### src/rtl/tcs_pkg.sv
package tcs_pkg;

  localparam int SEL_W   = 3;
  localparam int EDGE_W  = 2;
  localparam int NUM_INT = 4;   // internal rates: /1 /4 /16 /64
  localparam int NUM_EXT = 4;   // external pins
  localparam int LOG_STEP = 2;  // each internal rate is 4x slower than the previous one

  typedef enum logic [EDGE_W-1:0] {
    EDGE_RISE  = 2'b00,
    EDGE_FALL  = 2'b01,
    EDGE_BOTH  = 2'b10,
    EDGE_BOTH2 = 2'b11
  } edge_mode_e;

  typedef enum logic [1:0] {
    SRC_FIELD   = 2'b00,
    SRC_CASCADE = 2'b01,
    SRC_PHASE   = 2'b10
  } src_class_e;

endpackage

### src/rtl/tcs_rst_sync.sv
module tcs_rst_sync #(
  parameter int STAGES = 2
) (
  input  logic clk,
  input  logic rst_n,
  output logic rst_sync_n
);

  logic [STAGES-1:0] sh_q, sh_d;

  always_comb begin
    sh_d = {sh_q[STAGES-2:0], 1'b1};
  end

  always_ff @(posedge clk or negedge rst_n) begin
    if (!rst_n) sh_q <= '0;
    else        sh_q <= sh_d;
  end

  assign rst_sync_n = sh_q[STAGES-1];

endmodule

### src/rtl/tcs_prescaler.sv
module tcs_prescaler #(
  parameter int NUM_INT  = 4,
  parameter int LOG_STEP = 2
) (
  input  logic               clk,
  input  logic               rst_n,
  output logic [NUM_INT-2:0] taps
);

  localparam int PSC_W = LOG_STEP * (NUM_INT - 1);

  logic [PSC_W-1:0] cnt_q, cnt_d;

  always_comb begin
    cnt_d = cnt_q + 1'b1;
  end

  always_ff @(posedge clk or negedge rst_n) begin
    if (!rst_n) cnt_q <= '0;
    else        cnt_q <= cnt_d;
  end

  // Divided-clock k+1 is the top bit of the k-th group of LOG_STEP bits
  for (genvar k = 0; k < NUM_INT - 1; k++) begin : g_tap
    assign taps[k] = cnt_q[LOG_STEP*(k+1)-1];
  end

  // the fastest divided clock keeps each level for exactly two cycles
  a_r2_div4_half_period: assert property (@(posedge clk) disable iff (!rst_n)
    (taps[0] != $past(taps[0])) |=> $stable(taps[0]));

endmodule

### src/rtl/tcs_ext_sync.sv
module tcs_ext_sync #(
  parameter int NUM_EXT = 4,
  parameter int STAGES  = 2
) (
  input  logic               clk,
  input  logic               rst_n,
  input  logic [NUM_EXT-1:0] pin_async,
  output logic [NUM_EXT-1:0] pin_sync
);

  for (genvar p = 0; p < NUM_EXT; p++) begin : g_pin
    logic [STAGES-1:0] st_q, st_d;

    always_comb begin
      st_d = {st_q[STAGES-2:0], pin_async[p]};
    end

    always_ff @(posedge clk or negedge rst_n) begin
      if (!rst_n) st_q <= '0;
      else        st_q <= st_d;
    end

    assign pin_sync[p] = st_q[STAGES-1];
  end

endmodule

### src/rtl/tcs_edge_det.sv
module tcs_edge_det #(
  parameter int NUM_SRC = 7
) (
  input  logic               clk,
  input  logic               rst_n,
  input  logic [NUM_SRC-1:0] lvl,
  output logic [NUM_SRC-1:0] rise,
  output logic [NUM_SRC-1:0] fall
);

  // One history bit per source, updated every cycle whether selected or not,
  // so a change of selection never compares levels of two different sources.
  logic [NUM_SRC-1:0] prev_q, prev_d;

  always_comb begin
    prev_d = lvl;
    rise   = lvl & ~prev_q;
    fall   = ~lvl & prev_q;
  end

  always_ff @(posedge clk or negedge rst_n) begin
    if (!rst_n) prev_q <= '0;
    else        prev_q <= prev_d;
  end

  // a single-direction edge on any source is never reported two cycles running
  a_r9_rise_isolated: assert property (@(posedge clk) disable iff (!rst_n)
    (|rise) |=> ((rise & $past(rise)) == '0));
  a_r9_fall_isolated: assert property (@(posedge clk) disable iff (!rst_n)
    (|fall) |=> ((fall & $past(fall)) == '0));

endmodule

### src/rtl/tcs_src_mux.sv
module tcs_src_mux
  import tcs_pkg::*;
#(
  parameter int SRC_N = 8
) (
  input  logic [SEL_W-1:0]  psc_sel,
  input  logic [EDGE_W-1:0] edge_sel,
  input  logic              cascade_sel,
  input  logic              cascade_evt,
  input  logic              phase_mode,
  input  logic              phase_cnt_en,
  input  logic [SRC_N-1:0]  rise_all,
  input  logic [SRC_N-1:0]  fall_all,
  output logic              en_nxt
);

  src_class_e cls;
  logic       field_en;

  always_comb begin
    if (phase_mode)       cls = SRC_PHASE;
    else if (cascade_sel) cls = SRC_CASCADE;
    else                  cls = SRC_FIELD;
  end

  always_comb begin
    case (edge_mode_e'(edge_sel))
      EDGE_RISE: field_en = rise_all[psc_sel];
      EDGE_FALL: field_en = fall_all[psc_sel];
      default:   field_en = rise_all[psc_sel] | fall_all[psc_sel];
    endcase
  end

  always_comb begin
    case (cls)
      SRC_PHASE:   en_nxt = phase_cnt_en;
      SRC_CASCADE: en_nxt = cascade_evt;
      default:     en_nxt = field_en;
    endcase
  end

endmodule

### src/rtl/tmr_cnt_en_sel.sv
module tmr_cnt_en_sel
  import tcs_pkg::*;
#(
  parameter int SYNC_STAGES = 2
) (
  input  logic              clk,
  input  logic              rst_n,
  input  logic [SEL_W-1:0]  psc_sel,
  input  logic [EDGE_W-1:0] edge_sel,
  input  logic              cascade_sel,
  input  logic              cascade_evt,
  input  logic              phase_mode,
  input  logic              phase_cnt_en,
  input  logic [NUM_EXT-1:0] ext_clk,
  output logic              cnt_en
);

  localparam int NUM_DIV = NUM_INT - 1;
  localparam int NUM_SRC = NUM_DIV + NUM_EXT;
  localparam int SRC_N   = NUM_SRC + 1;

  logic               rst_sync_n;
  logic [NUM_DIV-1:0] taps;
  logic [NUM_EXT-1:0] pin_sync;
  logic [NUM_SRC-1:0] rise, fall;
  logic [SRC_N-1:0]   rise_all, fall_all;
  logic               en_nxt;
  logic               cnt_en_q;

  tcs_rst_sync #(.STAGES(SYNC_STAGES)) u_rst (
    .clk(clk), .rst_n(rst_n), .rst_sync_n(rst_sync_n)
  );

  tcs_prescaler #(.NUM_INT(NUM_INT), .LOG_STEP(LOG_STEP)) u_psc (
    .clk(clk), .rst_n(rst_sync_n), .taps(taps)
  );

  tcs_ext_sync #(.NUM_EXT(NUM_EXT), .STAGES(SYNC_STAGES)) u_sync (
    .clk(clk), .rst_n(rst_sync_n), .pin_async(ext_clk), .pin_sync(pin_sync)
  );

  tcs_edge_det #(.NUM_SRC(NUM_SRC)) u_edge (
    .clk(clk), .rst_n(rst_sync_n), .lvl({pin_sync, taps}),
    .rise(rise), .fall(fall)
  );

  // Index 0 is the undivided clock: an event every cycle on every edge setting
  assign rise_all = {rise, 1'b1};
  assign fall_all = {fall, 1'b1};

  tcs_src_mux #(.SRC_N(SRC_N)) u_mux (
    .psc_sel(psc_sel), .edge_sel(edge_sel),
    .cascade_sel(cascade_sel), .cascade_evt(cascade_evt),
    .phase_mode(phase_mode), .phase_cnt_en(phase_cnt_en),
    .rise_all(rise_all), .fall_all(fall_all), .en_nxt(en_nxt)
  );

  always_ff @(posedge clk or negedge rst_sync_n) begin
    if (!rst_sync_n) cnt_en_q <= 1'b0;
    else             cnt_en_q <= en_nxt;
  end

  assign cnt_en = cnt_en_q;

  // undivided clock counts every cycle
  a_r5_div1_every_cycle: assert property (@(posedge clk) disable iff (!rst_sync_n)
    (psc_sel == '0 && !phase_mode && !cascade_sel) |=> cnt_en);

  // phase-counting pass-through has top priority
  a_r8_phase_follows: assert property (@(posedge clk) disable iff (!rst_sync_n)
    phase_mode |=> (cnt_en == $past(phase_cnt_en)));

  // one count per cascade event
  a_r7_cascade_one_per_event: assert property (@(posedge clk) disable iff (!rst_sync_n)
    (!phase_mode && cascade_sel) |=> (cnt_en == $past(cascade_evt)));

  // a single-edge divided or pin source never pulses two cycles running
  a_r3_single_edge_no_repeat: assert property (@(posedge clk) disable iff (!rst_sync_n)
    (cnt_en && !phase_mode && !$past(phase_mode) && !cascade_sel && !$past(cascade_sel)
     && psc_sel != '0 && !edge_sel[1] && $stable(psc_sel) && $stable(edge_sel))
    |=> !cnt_en);

endmodule

### config.mk
export PLATFORM = sky130hd
export DESIGN_NAME = tmr_cnt_en_sel
export DESIGN_NICKNAME = d
export VERILOG_FILES = /design/src/rtl/tcs_pkg.sv /design/src/rtl/tcs_rst_sync.sv /design/src/rtl/tcs_prescaler.sv /design/src/rtl/tcs_ext_sync.sv /design/src/rtl/tcs_edge_det.sv /design/src/rtl/tcs_src_mux.sv /design/src/rtl/tmr_cnt_en_sel.sv
export SDC_FILE = /design/constraint.sdc
export NUM_CORES = 1
export LEC_CHECK = 0
export BUFFER_PORTS_ARGS = -buffer_cell sky130_fd_sc_hd__buf_2
export CAP_MARGIN = 20
export CORE_MARGIN = 2
export CORE_UTILIZATION = 47
export CTS_CLUSTER_DIAMETER = 120
export CTS_CLUSTER_SIZE = 28
export DETAILED_ROUTE_END_ITERATION = 8
export PLACE_DENSITY = 0.74
export SETUP_SLACK_MARGIN = 0.02
export SLEW_MARGIN = 30
export SYNTH_ARGS = -nofsm -noshare
export SYNTH_HDL_FRONTEND = slang
export SYNTH_SLANG_ARGS = --single-unit
### constraint.sdc
create_clock -name clk -period 0.8 [get_ports clk]
set_input_delay 0.2 -clock clk [delete_from_list [all_inputs] [get_ports clk]]
set_output_delay 0.2 -clock clk [all_outputs]
set_load 0.005 [all_outputs]
==> results.py <==
metrics = {
    "outcome": {
        "status": "complete, but fails checks",
        "violations": "negative setup slack",
    },
    "floorplan": {
        "start_util_pct": 51.2,
        "rows": 15,
        "ioPinCount": 16,
        "chipHeight_um": 47.8,
        "die_area_um2": 2290,
        "fp.dieW_um": 47.8,
        "core_um2": 1760,
    },
    "clock_network": {
        "cts_max_level": 1,
        "clock-root-buffer": "clkbuf_4",
        "cts_inserted_buffers": 3,
        "worstSkewPairLatency_ns": 0.30,
        "cts.path.max_buffers": 2,
        "cts_tree": "yes",
        "clock_sinks": 24,
        "clk_pin_slew_ns": 0.13,
    },
    "detailed_routing": {
        "wl_per_cell_um": 13.2,
        "vias": 667,
        "drt_iter0_drc": 6,
        "drt-total-wl_mm": 1.76,
        "vias_per_cell": 4.98,
        "first_pass_iters": 4,
        "drc": 0,
        "detail-route-antenna-nets": 0,
    },
    "global_routing": {
        "grt.total_usage_pct": 17.3,
        "grt_max_degree": 15,
        "first_global_vias": 671,
        "grt-ovfl-total": 0,
        "grt_antenna_before_repair": 0,
        "grt_pass1_wl_mm": 2.60,
    },
    "timing": {
        "min_period_ns": 1.57,
        "maxSlewViolCount": 0,
        "period_share_pct": 197,
        "rsz0062_at_grt": "true",
        "hold_violations": 0,
        "worst_slew_pin_slew_ns": 0.504,
        "skew_ns": 0.00469,
        "setup_tns_ns": -1.68,
        "setup_ws_ns": -0.773,
        "setup_viol": 7,
        "max_freq_ghz": 0.636,
        "timing.slew.headroom_pct": 66.0,
    },
    "setup_path": {
        "crit_start": "u_sync.g_pin[3].st_q[1]",
        "path_max_fanout": 3,
        "worstSetupEndpointType": "flop",
        "r2r-start": "u_sync.g_pin[3].st_q[1]",
        "slowest_stage": "mux4_2",
        "crit_type": "reg -> reg",
        "crit_family": "compound AO/OA/AOI/OAI gates",
        "critPathBufInv": 0,
        "max_stage_delay_ns": 0.47,
        "critPathRequiredTime_ns": 1.01,
        "arrival_ns": 1.78,
        "cp-start-kind": "flop",
        "worstPathCellList": "nor2b_1 > mux4_2 > a22oi_2 > a211oi_1 > a21o_1",
    },
    "cells_and_area": {
        "final_common_cell": "dfrtp_1",
        "antenna_cells": 0,
        "layout_common_cells": "dfrtp_1 (24), buf_2 (15), buf_4 (14), nor2b_1 (9)",
        "utilization_pct": 75.7,
        "layout.nets": 126,
        "final_cell_count_no_fill": 134,
        "drive_gt1_share_pct": 45.0,
        "area_growth_pct": 47.9,
    },
    "worst_hold_path": {
        "min_path_type": "in -> async",
    },
    "synthesis": {
        "synth-compound-area-share_pct": 8.03,
        "yosys.area_share.adder_pct": 1.39,
        "synthMuxAreaShare_pct": 4.99,
        "synth_area_um2": 903,
        "async_reset_ff_share_pct": 100,
        "ys_warn_count": 0,
        "synth_xor_area_share_pct": 3.88,
        "synth_cell_types": 23,
        "synth_flop_cell": "dfrtp_1",
        "synth-simple-area-share_pct": 14.0,
        "syn_inst": 66,
        "ys_seq_area_share_pct": 66.5,
        "syn_area_per_cell_um2": 13.7,
        "synth.ff_latch_count": 24,
        "synth_top_family_by_area": "simple AND/OR/NAND/NOR gates",
        "synth_edf_count": 0,
        "synth_fp_nets": 82,
    },
    "place": {
        "dp_hpwl_mm": 1.20,
        "io_buffers": 15,
        "finalWeightedCongestion": 0.741,
        "dp_cells": 120,
    },
    "power": {
        "p_leak_uw": 0.000614,
        "ir_worst_vdd_mv": 1.91,
        "cellPowerDensity_nw_per_um2": 1740,
    },
    "run": {
        "cap_violations": 0,
    },
}
layout make-up:
class                           count  area, µm²
Clock inverter                      1       30.0
Inverter                            2       7.51
Clock buffer                        3       22.5
Timing Repair Buffer               39        287
Tap cell                           25       31.3
Multi-Input combinational cell     40        358
Sequential cell                    24        601
Fill cell                         127        428
final timing paths:
check / end / slack (ns) / cells after the start
min: u_rst.sh_q[1] / 0.18 / 2
max in group asynchronous: u_edge.prev_q[6] / 0.46 / 1
min reg2reg: cnt_en / 0.19 / 1
max reg2reg: cnt_en / -0.77 / 5
max: cnt_en / -0.77 / 5
min in group clk: cnt_en / 0.20 / 4
sequential cells by signal, summed over array words and instances (netlist names):
name / count
u_psc.cnt_q: 6
u_edge.prev_q: 7
cnt_en: 1
u_sync.g_pin.st_q: 8
u_rst.sh_q: 2
cells by family (layout without fill, tap and decap cells):
| group | Yosys count | in the layout |
|---|---|---|
| multiplexers | 2 | 2 |
| buffers and inverters | 2 | 45 |
| flip-flops | 24 | 24 |
| AO/OA/AOI/OAI | 10 | 10 |
| AND/OR/NAND/NOR | 22 | 22 |
| XOR/XNOR | 4 | 4 |
| other | 1 | 1 |
| adder cells (fa/ha/maj) | 1 | 1 |
cell usage after synthesis (2+ instances only):
cell type  instances  share of area (%)
nand2_1            3                1.2
a21oi_1            2                1.1
inv_1              2               0.83
xnor2_1            3                2.9
nand2b_1           3                2.1
dfrtp_1           24                 66
nor2b_1            9                6.2
o21ai_0            2                1.1
nand3_1            3                1.7
mux4_2             2                5.0
where the power goes:
group          total [µW]  internal (µW)  switching, µW  leakage (µW)
Sequential           1270           1250           17.8      0.000277
Clock                 848            506            342     0.0000279
Combinational         205            119           85.5      0.000310
Total                2320           1880            445      0.000614
layer usage:
layer	wire, µm	vias to the layer above	share of wire [%]	track usage, %
met3	69	4	3.9	3.77
met1	747	330	42	20.4
li1	-	313	-	-
met5	0	-	0	0
met4	26	0	1.5	5.95
met2	920	20	52	30.9
metrics by stage:
step           power, µW  instance area [µm²]  worst slack, ns  hold WS [ns]
6_report            2320                 1340           -0.773         0.184
5_1_grt             2430                 1340           -0.810         0.169
4_1_cts             2340                 1280           -0.753         0.173
3_5_place_dp        1470                 1120           -0.740       -0.0140
3_3_place_gp        1460                 1120           -0.690       -0.0155
2_1_floorplan       1370                  911           -0.662       -0.0956
repair_timing:
action	4_1_cts	5_1_grt
pin swaps	2	2
buffers inserted	3	3
endpoints found under the hold margin	6	0
hold buffers	5	0
endpoints found under the setup margin	7	8
gates resized for setup	7	7
(Power assumes the default switching activity.)
